`src/rtl/clmul_pkg.sv`:
```
package clmul_pkg;
  localparam int unsigned HALF_W    = 64;
  localparam int unsigned FULL_W    = 2 * HALF_W;
  localparam int unsigned PROD_W    = 2 * HALF_W;
  localparam int unsigned IMM_W     = 8;
  localparam int unsigned SEL_A_BIT = 0;
  localparam int unsigned SEL_B_BIT = 4;

  typedef logic [HALF_W-1:0] half_t;
  typedef logic [FULL_W-1:0] full_t;
  typedef logic [PROD_W-1:0] prod_t;
endpackage

```
`src/rtl/clmul_half_sel.sv`:
```
module clmul_half_sel #(
  parameter int unsigned WORD_W = 64
) (
  input  logic [2*WORD_W-1:0] word,
  input  logic                pick_hi,
  output logic [WORD_W-1:0]   half
);
  always_comb begin
    if (pick_hi) half = word[2*WORD_W-1:WORD_W];
    else         half = word[WORD_W-1:0];
  end
endmodule

```
`src/rtl/clmul_array.sv`:
```
module clmul_array #(
  parameter int unsigned W = 64
) (
  input  logic [W-1:0]   mul_a,
  input  logic [W-1:0]   mul_b,
  output logic [2*W-1:0] mul_p
);
  localparam int unsigned PW = 2 * W;

  logic [PW-1:0] row [W];

  genvar j;
  generate
    for (j = 0; j < W; j++) begin : g_row
      logic [PW-1:0] shifted;
      assign shifted = {{W{1'b0}}, mul_a} << j;
      assign row[j]  = mul_b[j] ? shifted : '0;
    end
  endgenerate

  always_comb begin
    mul_p = '0;
    for (int k = 0; k < W; k++) begin
      mul_p = mul_p ^ row[k];
    end
  end
endmodule

```
`src/rtl/clmul_out_stage.sv`:
```
module clmul_out_stage #(
  parameter int unsigned DW = 128
) (
  input  logic          clk,
  input  logic          rst_n,
  input  logic          up_valid,
  output logic          up_ready,
  input  logic [DW-1:0] up_data,
  output logic          dn_valid,
  input  logic          dn_ready,
  output logic [DW-1:0] dn_data
);
  logic          valid_q, valid_d;
  logic [DW-1:0] data_q;
  logic          load_en;

  always_comb begin
    up_ready = !valid_q || dn_ready;
    load_en  = up_valid && up_ready;
    valid_d  = valid_q;
    if (load_en)       valid_d = 1'b1;
    else if (dn_ready) valid_d = 1'b0;
  end

  always_ff @(posedge clk or negedge rst_n) begin
    if (!rst_n) valid_q <= 1'b0;
    else        valid_q <= valid_d;
  end

  always_ff @(posedge clk) begin
    if (load_en) data_q <= up_data;
  end

  assign dn_valid = valid_q;
  assign dn_data  = data_q;

  assert_accept_valid_R7: assert property (@(posedge clk) disable iff (!rst_n)
    (up_valid && up_ready) |=> dn_valid);

  assert_stall_block_R8: assert property (@(posedge clk) disable iff (!rst_n)
    (dn_valid && !dn_ready) |-> !up_ready);

  assert_stall_hold_R8: assert property (@(posedge clk) disable iff (!rst_n)
    (dn_valid && !dn_ready) |=> (dn_valid && $stable(dn_data)));
endmodule

```
`src/rtl/clmul_sel.sv`:
```
module clmul_sel
  import clmul_pkg::*;
(
  input  logic          clk,
  input  logic          rst_n,
  input  logic          in_valid,
  output logic          in_ready,
  input  logic [127:0]  opa,
  input  logic [127:0]  opb,
  input  logic [7:0]    imm,
  output logic          out_valid,
  input  logic          out_ready,
  output logic [127:0]  product
);
  logic  pick_a_hi, pick_b_hi;
  half_t sel_a, sel_b;
  prod_t raw_prod;
  logic  unused_imm_bits;

  assign pick_a_hi       = imm[SEL_A_BIT];
  assign pick_b_hi       = imm[SEL_B_BIT];
  assign unused_imm_bits = ^imm;

  clmul_half_sel #(.WORD_W(HALF_W)) u_sel_a (
    .word(opa), .pick_hi(pick_a_hi), .half(sel_a)
  );

  clmul_half_sel #(.WORD_W(HALF_W)) u_sel_b (
    .word(opb), .pick_hi(pick_b_hi), .half(sel_b)
  );

  clmul_array #(.W(HALF_W)) u_array (
    .mul_a(sel_a), .mul_b(sel_b), .mul_p(raw_prod)
  );

  clmul_out_stage #(.DW(PROD_W)) u_out (
    .clk     (clk),
    .rst_n   (rst_n),
    .up_valid(in_valid),
    .up_ready(in_ready),
    .up_data (raw_prod),
    .dn_valid(out_valid),
    .dn_ready(out_ready),
    .dn_data (product)
  );

  assert_top_bit_zero_R6: assert property (@(posedge clk) disable iff (!rst_n)
    out_valid |-> !product[PROD_W-1]);
endmodule

```
`config.mk`:
```
export PLATFORM = sky130hd
export DESIGN_NAME = clmul_sel
export DESIGN_NICKNAME = d
export VERILOG_FILES = /design/src/rtl/clmul_pkg.sv /design/src/rtl/clmul_half_sel.sv /design/src/rtl/clmul_array.sv /design/src/rtl/clmul_out_stage.sv /design/src/rtl/clmul_sel.sv
export SDC_FILE = /design/constraint.sdc
export NUM_CORES = 2
export LEC_CHECK = 0
export ABC_AREA = 1
export BUFFER_PORTS_ARGS = -buffer_cell sky130_fd_sc_hd__buf_2
export CAP_MARGIN = 20
export CORE_AREA = 8 8 692 421
export DETAILED_ROUTE_END_ITERATION = 16
export DIE_AREA = 0 0 700 429
export PLACE_DENSITY_LB_ADDON = 0.1
export SLEW_MARGIN = 20
export SYNTH_ARGS = -nofsm -noshare
export SYNTH_HDL_FRONTEND = slang
export SYNTH_SLANG_ARGS = --single-unit
```
`constraint.sdc`:
```
create_clock -name clk -period 10.2 [get_ports clk]
set_input_delay 2.55 -clock clk [delete_from_list [all_inputs] [get_ports clk]]
set_output_delay 2.55 -clock clk [all_outputs]
set_load 0.02 [all_outputs]
```
After elaboration in Yosys (flattened, before gate mapping)
Cells that the tools add are included.
{ "totals": {"ff_bits": 129, "inputBits": 268, "out_inout_bits": 130, "word_cells": 137} }
{ "classes": {"muxes": 68, "bitwise_logic": 63, "n_reduce_logical": 4} }
{ "op_table": {"columns": ["op", "n"], "rows": [
  ["128-bit XOR", 31],
  ["64-bit two-way mux", 3],
  ["128-bit by 100-bit XOR with 128-bit output", 1],
  ["128-bit by 101-bit XOR with 128-bit output", 1],
  ["128-bit by 102-bit XOR with 128-bit output", 1],
  ["128-bit by 103-bit XOR with 128-bit output", 1],
  ["128-bit by 104-bit XOR with 128-bit output", 1],
  ["128-bit by 105-bit XOR with 128-bit output", 1],
  ["128-bit by 106-bit XOR with 128-bit output", 1],
  ["128-bit by 107-bit XOR with 128-bit output", 1],
  ["128-bit by 108-bit XOR with 128-bit output", 1],
  ["128-bit by 109-bit XOR with 128-bit output", 1],
  ["128-bit by 110-bit XOR with 128-bit output", 1],
  ["128-bit by 111-bit XOR with 128-bit output", 1],
  ["128-bit by 112-bit XOR with 128-bit output", 1],
  ["128-bit by 113-bit XOR with 128-bit output", 1],
  ["128-bit by 114-bit XOR with 128-bit output", 1],
  ["128-bit by 115-bit XOR with 128-bit output", 1],
  ["128-bit by 116-bit XOR with 128-bit output", 1],
  ["128-bit by 117-bit XOR with 128-bit output", 1],
  ["128-bit by 118-bit XOR with 128-bit output", 1],
  ["128-bit by 119-bit XOR with 128-bit output", 1],
  ["128-bit by 120-bit XOR with 128-bit output", 1],
  ["128-bit by 121-bit XOR with 128-bit output", 1],
  ["other kinds (78)", 79]
]} }

Depth between registers and ports, before layout
{ "depth": {"depth_word": 65, "mapped_depth": 26, "ltp_nobuf": 23} }

Cells and area by module
Synthesis repeated with hierarchy kept, for this count alone.
{ "hier_totals": {"cells_unflattened": 11031, "hier_area_um2": 66860.4} }
{ "by_module_without_submodules": {"columns": ["module", "instances", "cells_each", "area_per_inst_um2", "seq_area_each_um2"], "rows": [
  ["clmul_array", 1, 10485, 61282.5, 0.0],
  ["clmul_out_stage", 1, 134, 3888.7, 3868.7],
  ["clmul_half_sel", 2, 206, 844.6, 0.0]
]} }

Worst setup path before layout
No wires, ideal clock.
{ "synth_timing": {"kind": "input to register", "startpoint": "in in_valid", "endpoint": "reg u_out.data_q[0] (netlist: u_out.dn_data[0]) (enable)", "setup_ns": 0.655, "arrival_ns": 8.707, "t_required_ns": 9.545, "path_slack_ns": 0.837, "path_stages": 2, "n_path_buf": 0, "path_cell_list": "inv_1 > a21oi_1"} }
{ "synth_via": {"elab_chain_cells": 1} }
{ "synth_lines": {"columns": ["element", "line", "rtl"], "rows": [
  ["start: declaration", "clmul_sel.sv:6", "input logic in_valid,"],
  ["1-bit logical AND", "clmul_out_stage.sv:19", "load_en = up_valid && up_ready;"],
  ["via u_out.load_en", "clmul_out_stage.sv:15", "logic load_en;"],
  ["end signal: assignment", "clmul_out_stage.sv:31", "if (load_en) data_q <= up_data;"],
  ["end: declaration", "clmul_out_stage.sv:14", "logic [DW-1:0] data_q;"]
]} }
The timed path passes the listed nets, and every way through them passes these cells.
A chain may end at the register's enable or synchronous reset.

Final worst setup path
{ "layout_timing": {"startpoint": "in imm[0]", "endpoint": "reg u_out.data_q[61] (netlist: u_out.dn_data[61]) (data pin)"} }
{ "layout_via": {"elab_chain_cells": 65, "elab_cells_between_ends": 126, "classes_between": "mux (63); bitwise (63)"} }
{ "layout_lines": {"columns": ["element", "line", "rtl"], "rows": [
  ["start: declaration", "clmul_sel.sv:10", "input logic [7:0] imm,"],
  ["64-bit two-way mux *", "clmul_half_sel.sv:9", "if (pick_hi) half = word[2*WORD_W-1:WORD_W];"],
  ["64-bit two-way mux or 65-bit two-way mux (tied branches)", "clmul_array.sv:17", "assign row[j] = mul_b[j] ? shifted : '0;"],
  ["128-bit XOR (31 in a row)", "clmul_array.sv:24", "mul_p = mul_p ^ row[k];"],
  ["128-bit by 96-bit XOR with 128-bit output", "clmul_array.sv:24", null],
  ["128-bit by 97-bit XOR with 128-bit output", "clmul_array.sv:24", null],
  ["128-bit by 98-bit XOR with 128-bit output", "clmul_array.sv:24", null],
  ["128-bit by 99-bit XOR with 128-bit output", "clmul_array.sv:24", null],
  ["128-bit by 100-bit XOR with 128-bit output", "clmul_array.sv:24", null],
  ["[20 not listed]", null, null],
  ["128-bit by 121-bit XOR with 128-bit output", "clmul_array.sv:24", null],
  ["128-bit by 122-bit XOR with 128-bit output", "clmul_array.sv:24", null],
  ["128-bit by 123-bit XOR with 128-bit output", "clmul_array.sv:24", null],
  ["128-bit by 124-bit XOR with 128-bit output", "clmul_array.sv:24", null],
  ["128-bit by 125-bit XOR with 128-bit output *", "clmul_array.sv:24", null],
  ["128-bit by 126-bit XOR with 128-bit output *", "clmul_array.sv:24", null],
  ["128-bit by 127-bit XOR with 128-bit output *", "clmul_array.sv:24", null],
  ["via raw_prod[61]", "clmul_sel.sv:17", "prod_t raw_prod;"]
]} }
Mark *: on every way through the listed nets, which the timed path passes. The rest lies on a longest branch.

==> impl_metrics.tcl <==
set metrics [dict create \
    gp_congestion 0.939 \
    synth_cells 12700 \
    antenna_left 0 \
    synth-seq-area-share_pct 5.49 \
    io-pin-count 398 \
    portBuffers 390 \
    grt_usage_pct 31.6 \
    synthesis.area_um2 69900 \
    post_cts_resized 0 \
    clk_latency_ps 630 \
    hp-class "flip-flop to flip-flop" \
    timing.final.hold_violations 0 \
    hold_depth 2 \
    finalSetupTns_ps 0 \
    final_common_cell "nand2_1" \
    root_buffer "clkbuf_16" \
    via_per_inst 5.21 \
    critPathRequiredTime_ps 10410 \
    die_height_um 429 \
    ys_seq_elements 128 \
    dr.first_iter.drc_count 12700 \
    cts_setup_buffers 0 \
    cap_violations 0 \
    grt_pass1_vias 77400 \
    hpwlAfterDp_um 305000 \
    clockBufferDepth 3 \
    final-max-slew-violation-count 0 \
    cts_buffers 25 \
    end_kind "flip-flop" \
    status "finished clean" \
    postCtsHoldBufs 0 \
    ir_drop_v 0.000117 \
    area_growth_syn_to_layout_pct 9.23 \
    clkTransAtPathRegs_ps 80 \
    core_um2 281000 \
    syn_nets 12900 \
    crit_fanout 60 \
    drive_gt1_share_pct 7.41 \
    die_x_um 700 \
    p_leak_nw 35.4 \
    yosys.cell_types.count 35 \
    cts_sinks 128 \
    die_area_um2 300000 \
    wire_per_inst_um 30.7 \
    nNetsFinal 12800 \
    slew_headroom_pct 14.0 \
    yosysWarnings 0 \
    critPathKind "input pin to flip-flop" \
    cp-start-kind "input pin" \
    powerDensity_nw_per_um2 160 \
    reg2reg_depth 3 \
    critical_path_arrival_ps 7540 \
    layout_common_cells "nand2_1 (6118), xor2_1 (1739), xnor2_1 (1349), inv_1 (911), nor2_1 (563)" \
    vias 85100 \
    setup_viol 0 \
    grt_remaining_overflow 0 \
    cts_tree "yes" \
    grt_max_degree 79 \
    drt-total-wl_um 501000 \
    first_pass_iters 9 \
    cts-htree-levels 4 \
    synth.avg_cell_area_um2 5.52 \
    drc_errors 0 \
    grt_setup_unrepaired "false" \
    yosysTopAreaCell "nand2_1" \
    fmax_mhz 136 \
    tightest_slew_ps 1290 \
    synthTopCellsByArea "nand2_1 (33%), xor2_1 (22%), xnor2_1 (17%)" \
    initial_core_util_pct 24.9 \
    layout_min_cycle_time_ps 7330 \
    yosysTopAreaCellShare_pct 33.2 \
    antenna_found_initial 63 \
    skew_ps 25.2 \
    finalCritPeriodShare_pct 71.9 \
    grt_first_pass_wirelength_um 664000 \
    rows 151 \
    holdWs_ps 583 \
]
## critical path, cell delays in order
cell and delay (ps):
buf_4 610, buf_4 640, nand2_1 190, nand2_4 840, buf_4 520, nand2_1 120, xor2_1 220, inv_1 60
nand2_1 70, nand3_1 80, nand2_1 90, inv_1 40, nand2_1 70, nand3_1 90, nand2_1 80, nand2_1 40
nand2_1 70, xor2_1 980
## path summary, 6_finish.rpt
check / from / to / slack, ps
worst min-delay path: u_out.dn_valid$_DFFE_PN0P_ / u_out.dn_valid$_DFFE_PN0P_ / 580
max in group asynchronous: rst_n / u_out.dn_valid$_DFFE_PN0P_ / 8410
worst min register to register: u_out.dn_valid$_DFFE_PN0P_ / u_out.dn_valid$_DFFE_PN0P_ / 580
min in group asynchronous: rst_n / u_out.dn_valid$_DFFE_PN0P_ / 1700
worst max-delay path: imm[0] / u_out.dn_data[61]$_DFFE_PP_ / 2870
worst max register to register: u_out.dn_valid$_DFFE_PN0P_ / u_out.dn_data[61]$_DFFE_PP_ / 7980
## flip-flops by register name, summed over array words and instances, names as in the netlist
register / flops
u_out.dn_data: 127
u_out.dn_valid: 1
## cell type report
type                    count  area (um^2)
diodes                     31         77.6
clock buffers              27          633
clock inverters             6         53.8
fillers                 31700       204000
inverters                 933         3510
multi-input cells       10800        59100
flip-flops and latches    128         3840
well taps                3748         4690
repair buffers            685         4460
## metrics by stage
stage | utilization, % | power [W] | cells | cell area [um^2] | setup slack [ps]
2_1_floorplan | - | 0.00757 | 12700 | 69900 | 837
3_3_place_gp | 26.9 | 0.0110 | 16300 | 75600 | 2540
3_5_place_dp | 26.9 | 0.0111 | 16300 | 75600 | 2550
4_1_cts | 27.2 | 0.0120 | 16300 | 76300 | 3170
5_1_grt | 27.2 | 0.0130 | 16300 | 76300 | 2780
6_report | 27.2 | 0.0122 | 16300 | 76400 | 2870
## Yosys cell counts
cell type	instances
xnor3_1	8
inv_2	7
nand2_1	6189
o21bai_1	4
o21ai_0	44
buf_1	47
nand2_2	33
dfrtp_1	1
o211ai_1	6
or2_1	40
xnor2_1	1349
inv_1	916
xor2_1	1739
or2_0	1
o21ai_2	15
buf_4	117
nand2b_1	23
a21o_1	4
clkinv_1	8
or2_2	50
o21ai_1	20
buf_6	17
inv_4	2
clkbuf_1	69
nor2_1	563
buf_2	589
nand3b_1	137
edfxtp_1	127
nand4_1	55
xor3_1	1
nand3_1	476
a21oi_1	2
o21ai_4	6
conb_1	1
xnor2_2	13
## where the power goes
group	switching (W)	internal (W)	leakage (nW)
Sequential	0.0000769	0.000974	1.22
Combinational	0.00718	0.00314	33.9
Clock	0.000405	0.000465	0.334
## cells by family (layout without fill, tap and decap cells)
group,after synthesis,after routing,synth area share (%)
AND/OR/NAND/NOR,7567,7567,42.9
XOR/XNOR,3110,3110,39.3
buffers and inverters,1772,1651,11.4
flip-flops,128,128,5.49
AO/OA/AOI/OAI,101,101,0.950
other,1,32,0.00536
## metal layers
| metal | up-vias | track usage, % | wire (um) | part of all wire, % |
|---|---|---|---|---|
| met5 | - | 0 | 132 | 0.026 |
| met4 | 20 | 16.8 | 31800 | 6.3 |
| met3 | 1466 | 9.20 | 62000 | 12 |
| met2 | 6024 | 46.3 | 200000 | 40 |
| met1 | 40400 | 41.6 | 207000 | 41 |
| li1 | 37100 | - | - | - |
Power figures use the tool's default switching activity.
